==> src/rtl/pwr_state_pkg.sv <==
package pwr_state_pkg;
  typedef enum logic [1:0] {
    ST_RUN   = 2'd0,
    ST_IDLE  = 2'd1,
    ST_SLEEP = 2'd2
  } pstate_e;

  localparam logic TGT_IDLE  = 1'b0;
  localparam logic TGT_SLEEP = 1'b1;
endpackage

==> src/rtl/pwr_lat_timer.sv <==
module pwr_lat_timer #(
  parameter int unsigned CNT_W = 8
) (
  input  logic             clk_i,
  input  logic             rst_ni,
  input  logic             load_i,
  input  logic [CNT_W-1:0] load_val_i,
  output logic             busy_o,
  output logic             done_o
);
  logic             busy_q;
  logic [CNT_W-1:0] cnt_q;

  always_ff @(posedge clk_i or negedge rst_ni) begin
    if (!rst_ni) begin
      busy_q <= 1'b0;
      cnt_q  <= '0;
    end else if (load_i) begin
      busy_q <= 1'b1;
      cnt_q  <= load_val_i;
    end else if (busy_q) begin
      if (cnt_q == '0) busy_q <= 1'b0;
      else             cnt_q  <= cnt_q - 1'b1;
    end
  end

  assign busy_o = busy_q;
  assign done_o = busy_q && (cnt_q == '0);

  a_r9_load_only_when_free: assert property (@(posedge clk_i) disable iff (!rst_ni)
    load_i |-> !busy_q);

  a_r3_count_down: assert property (@(posedge clk_i) disable iff (!rst_ni)
    (busy_q && cnt_q != '0 && !load_i) |=> (busy_q && cnt_q == $past(cnt_q) - 1'b1));
endmodule

==> src/rtl/pwr_req_hold.sv <==
module pwr_req_hold #(
  parameter int unsigned PRED_W = 16
) (
  input  logic              clk_i,
  input  logic              rst_ni,
  input  logic              busy_i,
  input  logic              irq_i,
  input  logic              wake_i,
  input  logic              req_i,
  input  logic              tgt_i,
  input  logic [PRED_W-1:0] pred_i,
  output logic              irq_o,
  output logic              wake_o,
  output logic              req_o,
  output logic              tgt_o,
  output logic [PRED_W-1:0] pred_o
);
  logic              irq_pq, wake_pq, req_pq, tgt_pq;
  logic [PRED_W-1:0] pred_pq;

  always_ff @(posedge clk_i or negedge rst_ni) begin
    if (!rst_ni) begin
      irq_pq  <= 1'b0;
      wake_pq <= 1'b0;
      req_pq  <= 1'b0;
      tgt_pq  <= 1'b0;
      pred_pq <= '0;
    end else if (busy_i) begin
      irq_pq  <= irq_pq | irq_i;
      wake_pq <= wake_pq | wake_i;
      if (req_i) begin
        req_pq  <= 1'b1;
        tgt_pq  <= tgt_i;
        pred_pq <= pred_i;
      end
    end else begin
      // held events are consumed or dropped on the first free cycle
      irq_pq  <= 1'b0;
      wake_pq <= 1'b0;
      req_pq  <= 1'b0;
    end
  end

  assign irq_o  = irq_i | irq_pq;
  assign wake_o = wake_i | wake_pq;
  assign req_o  = req_i | req_pq;
  assign tgt_o  = req_i ? tgt_i  : tgt_pq;
  assign pred_o = req_i ? pred_i : pred_pq;

  a_r9_held_cleared: assert property (@(posedge clk_i) disable iff (!rst_ni)
    !busy_i |=> (!irq_pq && !wake_pq && !req_pq));
endmodule

==> src/rtl/pwr_break_even.sv <==
module pwr_break_even #(
  parameter int unsigned PRED_W      = 16,
  parameter int unsigned BE_IDLE_CYC = 40,
  parameter int unsigned BE_SLEEP_CYC = 600
) (
  input  logic              tgt_i,
  input  logic [PRED_W-1:0] pred_i,
  output logic              ok_o
);
  import pwr_state_pkg::*;
  localparam logic [PRED_W-1:0] THR_IDLE  = PRED_W'(BE_IDLE_CYC);
  localparam logic [PRED_W-1:0] THR_SLEEP = PRED_W'(BE_SLEEP_CYC);

  logic [PRED_W-1:0] thr;
  assign thr  = (tgt_i == TGT_SLEEP) ? THR_SLEEP : THR_IDLE;
  assign ok_o = pred_i > thr;
endmodule

==> src/rtl/pwr_state_ctrl.sv <==
module pwr_state_ctrl
  import pwr_state_pkg::*;
#(
  parameter int unsigned PRED_W        = 16,
  parameter int unsigned POW_W         = 20,
  parameter int unsigned LAT_RUN_IDLE  = 10,
  parameter int unsigned LAT_IDLE_RUN  = 10,
  parameter int unsigned LAT_TO_SLEEP  = 90,
  parameter int unsigned LAT_SLEEP_RUN = 4000,
  parameter int unsigned BE_IDLE_CYC   = 40,
  parameter int unsigned BE_SLEEP_CYC  = 600,
  parameter int unsigned P_RUN_UW      = 400000,
  parameter int unsigned P_IDLE_UW     = 50000,
  parameter int unsigned P_SLEEP_UW    = 160
) (
  input  logic              clk_i,
  input  logic              rst_ni,
  input  logic              lower_req_i,
  input  logic              lower_tgt_i,
  input  logic [PRED_W-1:0] pred_idle_i,
  input  logic              irq_i,
  input  logic              wake_i,
  output logic [1:0]        state_o,
  output logic              busy_o,
  output logic [POW_W-1:0]  power_uw_o
);
  localparam int unsigned LAT_M1 = (LAT_RUN_IDLE > LAT_IDLE_RUN) ? LAT_RUN_IDLE : LAT_IDLE_RUN;
  localparam int unsigned LAT_M2 = (LAT_TO_SLEEP > LAT_SLEEP_RUN) ? LAT_TO_SLEEP : LAT_SLEEP_RUN;
  localparam int unsigned LAT_MAX = (LAT_M1 > LAT_M2) ? LAT_M1 : LAT_M2;
  localparam int unsigned CNT_W = (LAT_MAX > 1) ? $clog2(LAT_MAX) : 1;

  localparam logic [CNT_W-1:0] LD_RUN_IDLE  = CNT_W'(LAT_RUN_IDLE - 1);
  localparam logic [CNT_W-1:0] LD_IDLE_RUN  = CNT_W'(LAT_IDLE_RUN - 1);
  localparam logic [CNT_W-1:0] LD_TO_SLEEP  = CNT_W'(LAT_TO_SLEEP - 1);
  localparam logic [CNT_W-1:0] LD_SLEEP_RUN = CNT_W'(LAT_SLEEP_RUN - 1);

  pstate_e           state_q, dst_q, dst_d;
  logic              busy, done, start;
  logic [CNT_W-1:0]  load_val;
  logic              e_irq, e_wake, e_req, e_tgt, be_ok;
  logic [PRED_W-1:0] e_pred;

  pwr_req_hold #(.PRED_W(PRED_W)) u_hold (
    .clk_i  (clk_i),
    .rst_ni (rst_ni),
    .busy_i (busy),
    .irq_i  (irq_i),
    .wake_i (wake_i),
    .req_i  (lower_req_i),
    .tgt_i  (lower_tgt_i),
    .pred_i (pred_idle_i),
    .irq_o  (e_irq),
    .wake_o (e_wake),
    .req_o  (e_req),
    .tgt_o  (e_tgt),
    .pred_o (e_pred)
  );

  pwr_break_even #(
    .PRED_W(PRED_W), .BE_IDLE_CYC(BE_IDLE_CYC), .BE_SLEEP_CYC(BE_SLEEP_CYC)
  ) u_be (
    .tgt_i  (e_tgt),
    .pred_i (e_pred),
    .ok_o   (be_ok)
  );

  pwr_lat_timer #(.CNT_W(CNT_W)) u_timer (
    .clk_i      (clk_i),
    .rst_ni     (rst_ni),
    .load_i     (start),
    .load_val_i (load_val),
    .busy_o     (busy),
    .done_o     (done)
  );

  always_comb begin
    start    = 1'b0;
    dst_d    = state_q;
    load_val = '0;
    if (!busy) begin
      unique case (state_q)
        ST_RUN: begin
          if (e_req && be_ok && e_tgt == TGT_SLEEP) begin
            start = 1'b1; dst_d = ST_SLEEP; load_val = LD_TO_SLEEP;
          end else if (e_req && be_ok && e_tgt == TGT_IDLE) begin
            start = 1'b1; dst_d = ST_IDLE; load_val = LD_RUN_IDLE;
          end
        end
        ST_IDLE: begin
          if (e_irq) begin
            start = 1'b1; dst_d = ST_RUN; load_val = LD_IDLE_RUN;
          end else if (e_req && be_ok && e_tgt == TGT_SLEEP) begin
            start = 1'b1; dst_d = ST_SLEEP; load_val = LD_TO_SLEEP;
          end
        end
        ST_SLEEP: begin
          if (e_wake) begin
            start = 1'b1; dst_d = ST_RUN; load_val = LD_SLEEP_RUN;
          end
        end
        default: ;
      endcase
    end
  end

  always_ff @(posedge clk_i or negedge rst_ni) begin
    if (!rst_ni) begin
      state_q <= ST_RUN;
      dst_q   <= ST_RUN;
    end else begin
      if (start) dst_q <= dst_d;
      if (done)  state_q <= dst_q;
    end
  end

  always_comb begin
    unique case (state_q)
      ST_IDLE:  power_uw_o = POW_W'(P_IDLE_UW);
      ST_SLEEP: power_uw_o = POW_W'(P_SLEEP_UW);
      default:  power_uw_o = POW_W'(P_RUN_UW);
    endcase
  end

  assign state_o = state_q;
  assign busy_o  = busy;

  a_r9_state_stable_when_free: assert property (@(posedge clk_i) disable iff (!rst_ni)
    !busy_o |=> $stable(state_o));

  a_r7_sleep_exits_to_run: assert property (@(posedge clk_i) disable iff (!rst_ni)
    (state_o == ST_SLEEP) |=> (state_o == ST_SLEEP || state_o == ST_RUN));

  a_r4_no_move_without_request: assert property (@(posedge clk_i) disable iff (!rst_ni)
    (!busy_o && state_o == ST_RUN && !e_req) |=> !busy_o);

  a_r9_power_held_in_move: assert property (@(posedge clk_i) disable iff (!rst_ni)
    (busy_o && !done) |=> $stable(power_uw_o));
endmodule

==> config.mk <==
export PLATFORM = sky130hd
export DESIGN_NAME = pwr_state_ctrl
export DESIGN_NICKNAME = d
export VERILOG_FILES = /design/src/rtl/pwr_state_pkg.sv /design/src/rtl/pwr_lat_timer.sv /design/src/rtl/pwr_req_hold.sv /design/src/rtl/pwr_break_even.sv /design/src/rtl/pwr_state_ctrl.sv
export SDC_FILE = /design/constraint.sdc
export NUM_CORES = 1
export LEC_CHECK = 0
export BUFFER_PORTS_ARGS = -buffer_cell sky130_fd_sc_hd__buf_2
export CAP_MARGIN = 5
export CORE_ASPECT_RATIO = 1.75
export CORE_MARGIN = 5
export CORE_UTILIZATION = 55
export DETAILED_ROUTE_END_ITERATION = 7
export GPL_ROUTABILITY_DRIVEN = 0
export PLACE_DENSITY_LB_ADDON = 0.1
export SYNTH_ARGS = -nofsm -noshare
export SYNTH_HDL_FRONTEND = slang
export SYNTH_SLANG_ARGS = --single-unit
export TNS_END_PERCENT = 10
==> constraint.sdc <==
create_clock -name clk_i -period 3.25 [get_ports clk_i]
set_input_delay 0.65 -clock clk_i [delete_from_list [all_inputs] [get_ports clk_i]]
set_output_delay 0.65 -clock clk_i [all_outputs]
set_load 0.01 [all_outputs]
======== Word-level counts from Yosys, hierarchy flattened ========
Index checks and enable logic that the tools add are counted.
storage, ports and cells
  output and inout bits ................... 23
  flip-flop bits (word level) ............. 37
  word-level logic and storage cells ...... 62
  input port bits ......................... 22
operators by class
  multiplexer cells ....................... 35
  order comparisons ....................... 1
  equality and inequality tests ........... 4
  reductions and logical operators ........ 8
  add/sub/neg operators ................... 1
  bitwise operators ....................... 4
operators with widths
  operator                                                              count
  12-bit two-way mux                                                    5
  19-bit case mux with 2 select lines                                   1
  12-bit case mux with 3 select lines                                   1
  7-bit two-way mux                                                     3
  16-bit by 10-bit > comparator with 1-bit output                       1
  16-bit two-way mux                                                    1
  1-bit two-way mux                                                     14
  12-bit zero test                                                      1
  2-bit two-way mux                                                     6
  12-bit by 1-bit subtractor with 12-bit output, second input constant  1
  10-bit two-way mux                                                    1
  2-bit case mux with 3 select lines                                    1
  1-bit logical AND                                                     4
  4-bit two-way mux                                                     1
  2-bit != test, second input constant                                  2
  1-bit bitwise OR                                                      3
  1-bit case mux with 3 select lines                                    1
  2-bit by 1-bit == test with 1-bit output, second input constant       1
  2-bit == test, second input constant                                  1
  2-bit zero test                                                       1
  2-bit AND reduction                                                   1
  2-bit nonzero test                                                    1
  1-bit inverter                                                        1

======== Longest topological paths before layout ========
  word-level depth ........................ 11
  gate-level depth with buffers ........... 12
  gate-level depth less buffers ........... 9

======== Cells and area by module ========
Synthesis repeated with hierarchy kept, for this count alone.
second synthesis, totals
  cells, all modules ...................... 238
  area total of the unflattened synthesis .. 2531.2 µm²
by module, submodules not included
  module          seq. area each (µm²)  cells an instance  instances  area an instance (µm²)
  pwr_req_hold    500.5                 64                 1          999.7
  pwr_lat_timer   325.3                 95                 1          848.3
  pwr_state_ctrl  100.1                 62                 1          548.0
  pwr_break_even  0.0                   17                 1          135.1

======== Least setup slack after synthesis ========
No wires, ideal clock.
  path type ............................... input port to flip-flop
  from .................................... input port lower_req_i
  to ...................................... register dst_q[0]
  library setup time ...................... 0.079 ns
  arrival time ............................ 3.221 ns
  data required time ...................... 3.171 ns
  slack ................................... -0.051 ns
  stages on the path ...................... 12
  buffers on the path ..................... 3
  cells stage by stage .................... buf_6 -> buf_2 -> mux2i_1 -> inv_1 -> ha_1 -> a21o_1 -> a211oi_1 -> a211oi_2 -> a221oi_2 -> a211o_2 -> buf_6 -> mux2i_1
on the way
  longest elaborated chain between the ends .. 9
  elaborated cells between the ends (all ways) .. 21
  those cells by class .................... order compare (1); mux (15); bitwise (2); reduce/logical (3)
ends and longest elaborated chain
  what                                                                                             RTL line                                                          source
  from (decl)                                                                                      pwr_state_ctrl.sv:18                                              input logic lower_req_i,
  1-bit two-way mux *                                                                              --
  named net e_tgt                                                                                  pwr_state_ctrl.sv:40                                              logic e_irq, e_wake, e_req, e_tgt, be_ok;
  10-bit two-way mux                                                                               pwr_break_even.sv:15                                              assign thr = (tgt_i == TGT_SLEEP) ? THR_SLEEP : THR_IDLE;
  16-bit by 10-bit > comparator with 1-bit output                                                  pwr_break_even.sv:16                                              assign ok_o = pred_i > thr;
  1-bit logical AND                                                                                pwr_state_ctrl.sv:83, pwr_state_ctrl.sv:85, pwr_state_ctrl.sv:92
  1-bit logical AND (on tied branches)                                                             pwr_state_ctrl.sv:83, pwr_state_ctrl.sv:92, pwr_state_ctrl.sv:85
  2-bit two-way mux, or another cell as far along                                                  pwr_state_ctrl.sv:92                                              end else if (e_req && be_ok && e_tgt == TGT_SLEEP) begin
  2-bit two-way mux, or another cell as far along                                                  pwr_state_ctrl.sv:90                                              if (e_irq) begin
  2-bit case mux with 3 select lines / 1-bit case mux with 3 select lines (equally long branches)  pwr_state_ctrl.sv:81                                              unique case (state_q)
  2-bit two-way mux / 1-bit two-way mux (equally long branches)                                    pwr_state_ctrl.sv:80                                              if (!busy) begin
  to (signal assigned)                                                                             pwr_state_ctrl.sv:111                                             if (start) dst_q <= dst_d;
  to (decl)                                                                                        pwr_state_ctrl.sv:37                                              pstate_e state_q, dst_q, dst_d;
The timed path passes the listed nets; every way through them passes the cells marked *.
A chain may end at the register's enable or synchronous reset.

======== Final worst setup path ========
  from .................................... input port lower_req_i
  to ...................................... register u_timer.cnt_q[4]
on the way
  elaborated cells between the ends (all ways) .. 24
  those cells by class .................... order compare (1); eq/ne (1); mux (15); bitwise (2); reduce/logical (5)
RTL lines
  what                                                                  RTL line                                                          source
  16-bit two-way mux *                                                  --
  named net e_pred[5]                                                   pwr_state_ctrl.sv:41                                              logic [PRED_W-1:0] e_pred;
  16-bit by 10-bit > comparator with 1-bit output *                     pwr_break_even.sv:16
  1-bit logical AND *                                                   pwr_state_ctrl.sv:83, pwr_state_ctrl.sv:85, pwr_state_ctrl.sv:92
  1-bit logical AND (on tied branches)                                  pwr_state_ctrl.sv:83, pwr_state_ctrl.sv:92, pwr_state_ctrl.sv:85
  1-bit two-way mux (on tied branches)                                  pwr_state_ctrl.sv:92, pwr_state_ctrl.sv:85
  1-bit two-way mux (on tied branches)                                  pwr_state_ctrl.sv:90, pwr_state_ctrl.sv:83
  1-bit case mux with 3 select lines                                    pwr_state_ctrl.sv:81
  1-bit two-way mux                                                     pwr_state_ctrl.sv:80
  2-bit != test (no line) / 2-bit nonzero test (equally long branches)  --
  2-bit AND reduction (no line)                                         --
  to (signal assigned)                                                  pwr_lat_timer.sv:20                                               cnt_q <= load_val_i;
  to (signal assigned)                                                  pwr_lat_timer.sv:23                                               else cnt_q <= cnt_q - 1'b1;
  to (decl)                                                             pwr_lat_timer.sv:12                                               logic [CNT_W-1:0] cnt_q;
Marks and branches as above.

==> out/qor.txt <==
Die W -> 58.8 um
clock skew -> 0.00625 ns
CP cell instances -> buf_2, mux2_2, ha_1, a21o_1, a211oi_1, a211oi_2, a221oi_2, a211o_2, mux2i_1
Synth Register Bits -> 37
Max-Cap Viols -> 0
Via-to-Cell Ratio -> 5.64
final hold vios -> 0
Final Net Count -> 302
clock sink count -> 37
Port Buf Inserts -> 36
post-synthesis mux area share -> 10.9%
# hold bufs at CTS -> 0
Worst Hold Class -> input port to asynchronous set/reset pin
Pleak -> 1.12 nW
GRT Total Usage -> 18.9%
setup tns final -> 0 ns
final setup fails -> 0
number of synthesized flops with an enable pin -> 0
CP Data Required Time -> 3.46 ns
CTS max path bufs -> 2
Synth top area share -> 40.4%
Startpoint Class -> input port
Tmin final -> 2.87 ns
critical path startpoint -> lower_req_i
Crit path arrival time -> 3.08 ns
top_reg_cell synth -> dfrtp_1
synthesized area -> 2290 um2
syn avg cell area -> 9.67 um2
ys async rst share -> 100%
routed len/inst -> 15.1 um
distinct cell type count after synthesis -> 47
slowest cell on the critical path -> mux2_2
Layout area overhead -> 9.94%
largest family of logic cells by synthesized area -> simple AND/OR/NAND/NOR gates
Fmax -> 348 MHz
Seq/Total Area, Yosys -> 40.4%
delay-heaviest family, CP -> compound AO/OA/AOI/OAI gates
r2r startpoint -> u_hold.tgt_pq$_DFFE_PN0P_
Worst-path clk slew -> 0.07 ns
clock insertion delay at the later pin of the skew report -> 0.28 ns
vias -> 1800
Pins Over Slew Limit -> 0
H-tree level count -> 2
Max FO, Critical Path -> 12
largest net degree at the start of global routing -> 38
FP Rows -> 31
Area after DPL -> 2440 um2
CP peak stage delay -> 0.37 ns
Pwr Total -> 0.000928 W
CTS tree -> done
layout cells sized above 1 -> 26.7%
post-cts sizing count -> 0
Crit. End Element -> register
Slew HR -> 45.6%
Synth area leader -> dfrtp_1
first-pass GRT wire length -> 8260 um
Starting Density -> 56.3%
count leader, synth -> dfrtp_1
worst-margin pin slew -> 0.817 ns
Top-Level Pins -> 45
Inserted Diodes -> 0
Synth Area in Compound Gates -> 14.4%
die area -> 5610 um2
Setup Buffers After CTS -> 0
initial antenna violation count -> 0
critical path class -> input port to register
Buf/Inv on CP -> 1
Area contributors post-synth -> dfrtp_1, mux2_2, ha_1, nor2_1, buf_4
Design Area, Final -> 2520 um2
pwr dens -> 369 nW/um2
chip height -> 95.4 um
post-route DRC violation count -> 0
Remaining Overflow, GRT -> 0
TritonCTS Buffers -> 5
vias in the first global route -> 1824
Final Cycle Share -> 88.4%
Core Footprint -> 4070 um2
status -> completed
Post-DP HPWL -> 3770 um
unrepaired setup endpoints after global routing -> no
top post-synthesis cells by count -> dfrtp_1, nor2_1, mux2_2, buf_4, nand2_1
Detailed Routing Iterations Pass 1 -> 4
post-route ant nets -> 0
r2r setup slk -> 0.63 ns
Syn Inst Count -> 237
CTS root buf -> clkbuf_8
adder-cell share of the synthesized area -> 6.01%
VDD IR max -> 0.000294 V
1st-iter DRT viols -> 41
final wirelength -> 4820 um
Post-Synth Simple-Gate Area -> 17.6%
synth warn -> 0
Post-Synth XOR/XNOR Area -> 1.91%
==> report_power, final <==
group / switching (W) / internal (W) / total [W]
logic: 0.0000685 / 0.0000596 / 0.000128
clock network: 0.000158 / 0.000149 / 0.000306
registers: 0.0000125 / 0.000481 / 0.000494
total: 0.000239 / 0.000690 / 0.000928
==> path summary, 6_finish.rpt <==
kind / depth (start not counted) / endpoint
max: 9 / u_timer.cnt_q[4]$_DFFE_PN0P_
min: 1 / u_hold.pred_pq[2]$_DFFE_PN0P_
max reg2reg: 9 / u_timer.cnt_q[4]$_DFFE_PN0P_
min reg2reg: 2 / u_hold.irq_pq$_DFF_PN0_
max in group asynchronous: 1 / u_timer.cnt_q[7]$_DFFE_PN0P_
min in group clk_i: 2 / u_hold.irq_pq$_DFF_PN0_
==> state kept, by name, indices dropped and copies added, names as in the netlist <==
signal,count
u_hold.pred_pq,16
dst_q,2
u_timer.busy_o,1
state_o,2
u_timer.cnt_q,12
u_hold.tgt_pq,1
u_hold.req_pq,1
u_hold.wake_pq,1
u_hold.irq_pq,1
==> final cells by class <==
class | count | area [um2]
inverter | 11 | 41.3
tap | 49 | 61.3
clock buffer | 6 | 72.6
timing repair buffer | 40 | 210
multi-input combinational | 174 | 1200
sequential | 37 | 926
clock inverter | 2 | 10.0
fill | 397 | 1550
==> kinds of logic after synthesis <==
family / after synthesis
other: 1
DFF: 37
AOI/OAI and AO/OA: 42
and+or+nand+nor: 85
xor gates and xnor gates: 5
buffers and inverters: 33
muxes: 23
adders and majority gates: 11
==> cells in the final DEF (no fill, tap or decap), types with 2 or more instances in the layout <==
cell type,count
a21o_1,3
a21oi_1,8
a221oi_1,6
and2_1,2
and3_1,2
buf_2,36
buf_4,4
clkbuf_8,5
clkinv_2,2
conb_1,8
dfrtp_1,37
ha_1,11
inv_1,10
mux2_2,16
mux2i_1,6
nand2_1,13
nand3_1,7
nor2_1,36
nor2b_1,2
nor3_1,11
nor3b_1,2
nor4_1,3
o21ai_0,12
xnor2_1,4
==> layer usage <==
metal / up-vias / wire length, um / global-route usage (%)
li1: 882 / - / -
met5: - / 0 / 0
met3: 13 / 203 / 2.85
met4: 0 / 132 / 7.37
met2: 52 / 2580 / 34.2
met1: 853 / 1900 / 21.7
==> worst reg2reg max path: cells and delay by family (launching register included) <==
family	cells	cell delay, ns
mux	2	0.40
compound gates	5	1.35
buf+inv	1	0.08
fa+ha+maj	1	0.31
flops	1	0.40
==> through the flow <==
step / worst slack (ns) / hold slack (ns) / std cells / utilization [%]
6_report: 0.377 / 0.459 / 319 / 61.8
5_1_grt: 0.218 / 0.535 / 319 / 61.8
4_1_cts: 0.364 / 0.487 / 319 / 61.8
3_5_place_dp: 0.0662 / 0.494 / 311 / 59.8
3_3_place_gp: 0.123 / 0.480 / 311 / 59.8
2_1_floorplan: 0.0157 / 0.354 / 244 / -
(Power assumes the default switching activity.)
